### config.mk
export PLATFORM = sky130hd
export DESIGN_NAME = gbp_attr_ctl
export DESIGN_NICKNAME = d
export VERILOG_FILES = /design/src/rtl/gbp_pkg.sv /design/src/rtl/gbp_regfile.sv /design/src/rtl/gbp_decider.sv /design/src/rtl/gbp_attr_ctl.sv
export SDC_FILE = /design/constraint.sdc
export NUM_CORES = 1
export LEC_CHECK = 0
export BUFFER_PORTS_ARGS = -buffer_cell sky130_fd_sc_hd__buf_4
export CORE_MARGIN = 10
export CORE_UTILIZATION = 46
export DETAILED_ROUTE_END_ITERATION = 8
export PLACE_DENSITY = 0.79
export SYNTH_ARGS = -nofsm -noshare
export SYNTH_HDL_FRONTEND = slang
export SYNTH_SLANG_ARGS = --single-unit
### constraint.sdc
create_clock -name clk -period 1.2 [get_ports clk]
set_input_delay 0.12 -clock clk [delete_from_list [all_inputs] [get_ports clk]]
set_output_delay 0.12 -clock clk [all_outputs]
set_load 0.02 [all_outputs]
### src/rtl/gbp_pkg.sv
package gbp_pkg;

  typedef enum logic [1:0] {
    DEC_XLATE  = 2'd0,
    DEC_BYPASS = 2'd1,
    DEC_ABORT  = 2'd2
  } dec_e;

  // Value stored after a write that reaches the register.
  function automatic logic [31:0] gbp_apply_write(
    input logic [31:0] cur,
    input logic [31:0] wdata,
    input int unsigned upd_bit
  );
    logic [31:0] nxt;
    nxt = cur;
    if (wdata[upd_bit]) begin
      nxt = wdata;
      nxt[upd_bit] = 1'b0;
    end
    return nxt;
  endfunction

  // Verdict for one request.
  function automatic dec_e gbp_decide(
    input logic en,
    input logic abort_flag
  );
    if (en)              return DEC_XLATE;
    else if (abort_flag) return DEC_ABORT;
    else                 return DEC_BYPASS;
  endfunction

endpackage

### src/rtl/gbp_regfile.sv
module gbp_regfile
  import gbp_pkg::*;
#(
  parameter int unsigned DATA_W  = 32,
  parameter int unsigned ADDR_W  = 8,
  parameter logic [ADDR_W-1:0] REG_OFS = 8'h44,
  parameter int unsigned UPD_BIT = 31,
  parameter int unsigned ABT_BIT = 20,
  parameter logic [DATA_W-1:0] RST_VAL = 32'h0000_1000
) (
  input  logic              clk,
  input  logic              rst_n,
  input  logic              wr_en,
  input  logic [ADDR_W-1:0] addr,
  input  logic [DATA_W-1:0] wdata,
  output logic [DATA_W-1:0] rdata,
  output logic              abort_flag
);

  logic [DATA_W-1:0] attr_q;
  logic              reg_hit;
  logic              wr_accept;
  logic              wr_drop;

  assign reg_hit   = (addr == REG_OFS);
  assign wr_accept = wr_en && reg_hit && wdata[UPD_BIT];
  assign wr_drop   = wr_en && !(reg_hit && wdata[UPD_BIT]);

  always_ff @(posedge clk or negedge rst_n) begin
    if (!rst_n)         attr_q <= RST_VAL;
    else if (wr_accept) attr_q <= gbp_apply_write(attr_q, wdata, UPD_BIT);
  end

  assign rdata      = reg_hit ? attr_q : '0;
  assign abort_flag = attr_q[ABT_BIT];

  // a write that does not qualify leaves the register alone
  p_ignore_write_r2: assert property (@(posedge clk) disable iff (!rst_n)
    wr_drop |=> $stable(attr_q));

  // an accepted write lands with the update flag removed
  p_store_r3: assert property (@(posedge clk) disable iff (!rst_n)
    wr_accept |=> (attr_q[UPD_BIT] == 1'b0) &&
                  (attr_q[ABT_BIT] == $past(wdata[ABT_BIT])));

  // reads never show the update flag
  p_no_upd_read_r3: assert property (@(posedge clk) disable iff (!rst_n)
    reg_hit |-> !rdata[UPD_BIT]);

  // other offsets read as zero
  p_other_zero_r4: assert property (@(posedge clk) disable iff (!rst_n)
    !reg_hit |-> (rdata == '0));

endmodule

### src/rtl/gbp_decider.sv
module gbp_decider
  import gbp_pkg::*;
#(
  parameter int unsigned ID_W = 4
) (
  input  logic            clk,
  input  logic            rst_n,
  input  logic            req_valid,
  input  logic [ID_W-1:0] req_id,
  input  logic            xlate_en,
  input  logic            abort_flag,
  output logic            dec_valid,
  output logic [1:0]      dec_code,
  output logic [ID_W-1:0] dec_id
);

  dec_e            verdict_d;
  dec_e            verdict_q;
  logic            valid_q;
  logic [ID_W-1:0] id_q;

  assign verdict_d = gbp_decide(xlate_en, abort_flag);

  always_ff @(posedge clk or negedge rst_n) begin
    if (!rst_n) begin
      valid_q   <= 1'b0;
      verdict_q <= DEC_XLATE;
      id_q      <= '0;
    end else begin
      valid_q <= req_valid;
      if (req_valid) begin
        verdict_q <= verdict_d;
        id_q      <= req_id;
      end
    end
  end

  assign dec_valid = valid_q;
  assign dec_code  = verdict_q;
  assign dec_id    = id_q;

  // verdict appears exactly one cycle after the strobe, with its tag
  p_latency_r8: assert property (@(posedge clk) disable iff (!rst_n)
    req_valid |=> dec_valid && (dec_id == $past(req_id)));

  p_no_spurious_r8: assert property (@(posedge clk) disable iff (!rst_n)
    !req_valid |=> !dec_valid);

  // enable high always translates
  p_translate_r5: assert property (@(posedge clk) disable iff (!rst_n)
    req_valid && xlate_en |=> dec_code == 2'd0);

  // enable low, abort clear bypasses
  p_bypass_r6: assert property (@(posedge clk) disable iff (!rst_n)
    req_valid && !xlate_en && !abort_flag |=> dec_code == 2'd1);

  // enable low, abort set aborts; code 3 never shows
  p_abort_r7: assert property (@(posedge clk) disable iff (!rst_n)
    req_valid && !xlate_en && abort_flag |=> dec_code == 2'd2);

  p_legal_code_r7: assert property (@(posedge clk) disable iff (!rst_n)
    dec_valid |-> dec_code != 2'd3);

endmodule

### src/rtl/gbp_attr_ctl.sv
module gbp_attr_ctl
  import gbp_pkg::*;
#(
  parameter int unsigned DATA_W  = 32,
  parameter int unsigned ADDR_W  = 8,
  parameter int unsigned ID_W    = 4,
  parameter logic [ADDR_W-1:0] REG_OFS = 8'h44,
  parameter int unsigned UPD_BIT = 31,
  parameter int unsigned ABT_BIT = 20,
  parameter logic [DATA_W-1:0] RST_VAL = 32'h0000_1000
) (
  input  logic              clk,
  input  logic              rst_n,
  input  logic              reg_wr_en,
  input  logic [ADDR_W-1:0] reg_addr,
  input  logic [DATA_W-1:0] reg_wdata,
  output logic [DATA_W-1:0] reg_rdata,
  input  logic              xlate_en,
  input  logic              req_valid,
  input  logic [ID_W-1:0]   req_id,
  output logic              dec_valid,
  output logic [1:0]        dec_code,
  output logic [ID_W-1:0]   dec_id
);

  logic abort_flag;

  gbp_regfile #(
    .DATA_W (DATA_W),
    .ADDR_W (ADDR_W),
    .REG_OFS(REG_OFS),
    .UPD_BIT(UPD_BIT),
    .ABT_BIT(ABT_BIT),
    .RST_VAL(RST_VAL)
  ) u_regs (
    .clk       (clk),
    .rst_n     (rst_n),
    .wr_en     (reg_wr_en),
    .addr      (reg_addr),
    .wdata     (reg_wdata),
    .rdata     (reg_rdata),
    .abort_flag(abort_flag)
  );

  // Decider sees the pre-write abort flag in a collision cycle.
  gbp_decider #(
    .ID_W(ID_W)
  ) u_dec (
    .clk       (clk),
    .rst_n     (rst_n),
    .req_valid (req_valid),
    .req_id    (req_id),
    .xlate_en  (xlate_en),
    .abort_flag(abort_flag),
    .dec_valid (dec_valid),
    .dec_code  (dec_code),
    .dec_id    (dec_id)
  );

  // a request colliding with an abort-bit change still uses the old bit
  p_collision_r9: assert property (@(posedge clk) disable iff (!rst_n)
    req_valid && !xlate_en && reg_wr_en && (reg_addr == REG_OFS) &&
    reg_wdata[UPD_BIT] && (reg_wdata[ABT_BIT] != abort_flag)
    |=> dec_code == ($past(abort_flag) ? 2'd2 : 2'd1));

endmodule

==> Flow_metrics.wiki <==
{| class="wikitable"
! Metric !! Value
|-
| Category of the worst setup path launch point || primary input
|-
| Peak supply drop || 0.0005889 V
|-
| Violations in the final reports || setup timing
|-
| Number of filler cells placed in the layout || 275
|-
| Insertion delay to the later sink of the worst-skew pair || 0.29 ns
|-
| Leakage || 1.521 nW
|-
| Row cnt || 22
|-
| Largest net degree at the start of global routing || 39
|-
| Yosys reg bits || 38
|-
| Overflow left after global routing || 0
|-
| Aggregate global-route resource usage || 14.65%
|-
| Clock network fraction of total power || 34.6%
|-
| Async set-or-reset flop fraction in the synthesized netlist || 100.0%
|-
| Setup TNS Final || -3.856 ns
|-
| Part of the power in registers || 52.5%
|-
| DRT Wirelength || 5969 um
|-
| Worst Path Required || 1.37 ns
|-
| Worst reg2reg startpoint || u_regs.attr_q[20]
|-
| Critical Path End Type || flip-flop
|-
| Switching share of power || 22.90%
|-
| CTS root buf || clkbuf_8
|-
| Number of H-tree branching levels || 2
|-
| Post-DR wirelength/cell || 22.11 um
|-
| Total Die Area || 0.006956 mm^2
|-
| Pre-CTS setup slack || -0.3658 ns
|-
| Worst setup path category || in2reg
|-
| Final slew viol count || 0
|-
| Power Internal || 1.991 mW
|-
| Top-area cell type share of the netlist area || 50.07%
|-
| Most frequent cell after synthesis || dfrtp_1
|-
| Overall die width || 83.41 um
|-
| Fraction of layout cells with a size suffix above 1 || 68.02%
|-
| Fmax achieved || 770.4 MHz
|-
| Nets || 270
|-
| Yosys Warn Count || 0
|-
| Number of library cell types mapped by synthesis || 17
|-
| Part of the Yosys area used for sequential elements || 51.49%
|-
| Mean cell area of the mapped netlist || 14.79 um^2
|-
| Final worst setup slack || -0.09805 ns
|-
| Area leader, netlist || dfrtp_1
|-
| Post-Route Skew || 0.007962 ns
|-
| Nets in the synthesized netlist || 174
|-
| Initial Util || 49.04%
|-
| Top cells by area in the synthesized netlist || dfrtp_1 (50%), mux2_4 (24%), and3_1 (10%)
|-
| Post-synth EDFFs || 0
|-
| Reg clk slew, reported paths || 0.07 ns
|-
| Launch point of the worst hold path || req_valid
|-
| Hold Path Cell Cnt || 1
|-
| Ratio of final minimum period to clock period || 108.2%
|-
| Share of power burned in combinational logic || 12.9%
|-
| Crit path time final || 1.298 ns
|-
| Layout area overhead || 50.88%
|-
| Via total after detailed routing || 1428
|-
| Top flip-flop cell by instance count after synthesis || dfrtp_1
|-
| Worst reg-to-reg path cell count || 2
|-
| Switching power || 0.5912 mW
|-
| Inserted Diodes || 0
|-
| DRC marker count from the first detailed-route iteration || 77
|-
| Number of primary I/O pins || 88
|-
| Final hold vios || 0
|-
| Maxcap violations || 0
|-
| Power density over the cells || 925.3 mW/mm^2
|-
| DRC violations left || 0
|-
| Combined area of the multi-input logic cells || 814.5 um^2
|-
| Antenna-violating nets left || 0
|-
| CTS Sinks || 38
|-
| Syn Inst Count || 125
|-
| Worst hold slack || 0.01675 ns
|-
| Class of the tightest hold or removal check || in2reg
|-
| First-pass detailed-route iteration total || 4
|-
| Status || complete, but fails checks
|-
| Wire length of the first global-routing pass || 8314 um
|-
| Setup repair after global routing missed its margin || true
|-
| Arrival time of the worst setup path || 1.47 ns
|-
| CTS Buffer Depth || 2
|-
| Cell Area, Synth || 0.001849 mm^2
|-
| Register area || 952.2 um^2
|-
| Final RePlAce weighted congestion || 0.7281
|-
| Number of antenna violations at the first check in global routing || 0
|-
| Finish-stage setup viols || 62
|-
| Launch point of the critical path || reg_addr[3]
|-
| Clock buffers created by TritonCTS || 5
|-
| Avg Vias per Cell || 5.289
|-
| Post-detailed-placement half-perimeter wirelength || 3859 um
|-
| Worst Path Max Fanout || 6
|-
| Vertical die dimension || 83.41 um
|-
| Most used standard cells in the synthesized netlist || dfrtp_1 (37), and3_1 (31), mux2_4 (30), clkbuf_1 (7), mux2_2 (5)
|-
| Vias in the first global route || 1512
|-
| Count of buffers from port buffering || 86
|-
| Clock tree from TritonCTS || built
|-
| Core region area || 0.003771 mm^2
|}
## cell type report
| type | count | area share [%] |
|---|---|---|
| sequential | 38 | 34.13 |
| timing repair buffer | 101 | 31.12 |
| multi-input combinational | 74 | 29.19 |
| clock buffer | 7 | 3.094 |
| tap | 48 | 2.152 |
| clock inverter | 1 | 0.1794 |
| inverter | 1 | 0.1345 |
## through the flow
stage                     std cells  total power, mW  cell area [um^2]  utilization (%)
final                           270            2.582              2790            73.99
after global routing            270            2.682              2790            73.99
after CTS                       261            2.578              2610            69.21
after detailed placement        252            1.688              2501            66.32
after global placement          252            1.672              2501            66.32
after floorplan                 125            1.481              1849                -
## kinds of logic (layout without fill, tap and decap cells)
kind of cell	Yosys count	after routing	share of synthesized area, %
muxes	36	36	28.01
AOI/OAI and AO/OA	1	1	0.2704
buffers and inverters	13	110	5.887
DFF	38	38	51.49
and+or+nand+nor	36	36	14.14
other	1	1	0.2028
## power by group through the flow
stage	Clock (mW)	Combinational (mW)	Sequential (mW)
2_1_floorplan	0	0.0867	1.39
3_3_place_gp	0	0.299	1.37
3_5_place_dp	0	0.311	1.38
4_1_cts	0.910	0.315	1.35
5_1_grt	0.965	0.357	1.36
6_report	0.893	0.334	1.36
## timing repair
action / in CTS / in global routing
gates resized for setup: 2 / 27
gates cloned: 0 / 7
endpoints found under the setup margin: 59 / 62
setup buffers: 0 / 3
hold endpoints to repair: 37 / 0
pin swaps: 0 / 5
hold buffers: 1 / 0
## flip-flops by register name (all words and copies together), names as in the netlist
signal	flops
u_dec.dec_code	2
u_dec.dec_valid	1
u_dec.dec_id	4
u_regs.attr_q	31
## cell usage in the layout (no fill, tap or decap), types with 2 or more instances in the layout
cell type	n
mux2_2	5
clkbuf_8	6
buf_6	12
clkbuf_16	2
buf_4	83
dfrtp_1	37
buf_8	2
and3_1	27
and3_4	4
mux2_4	31
nor4b_4	2
## layer usage
metal	part of all wire [%]	global-route usage (%)	vias up
li1	-	-	632
met1	40	16.31	716
met2	49	24.37	68
met3	9.7	7.422	12
met4	1.2	3.231	0
met5	0	0	-
## worst paths after layout
kind / endpoint / slack [ns]
min in group asynchronous: u_regs.attr_q[20] / 0.34
max in group asynchronous: u_regs.attr_q[12] / 0.52
setup / recovery: u_regs.attr_q[30] / -0.1
hold / removal: u_dec.dec_valid / 0.02
setup reg to reg: u_dec.dec_code[0] / 0.37
hold reg to reg: u_dec.dec_id[1] / 0.51
## critical path, cell delays in order
cell and delay (ns):
buf_6 0.10, nor4b_4 0.25, buf_4 0.19, and4_4 0.33, clkbuf_16 0.19, mux2_4 0.30
(Power assumes the default switching activity.)
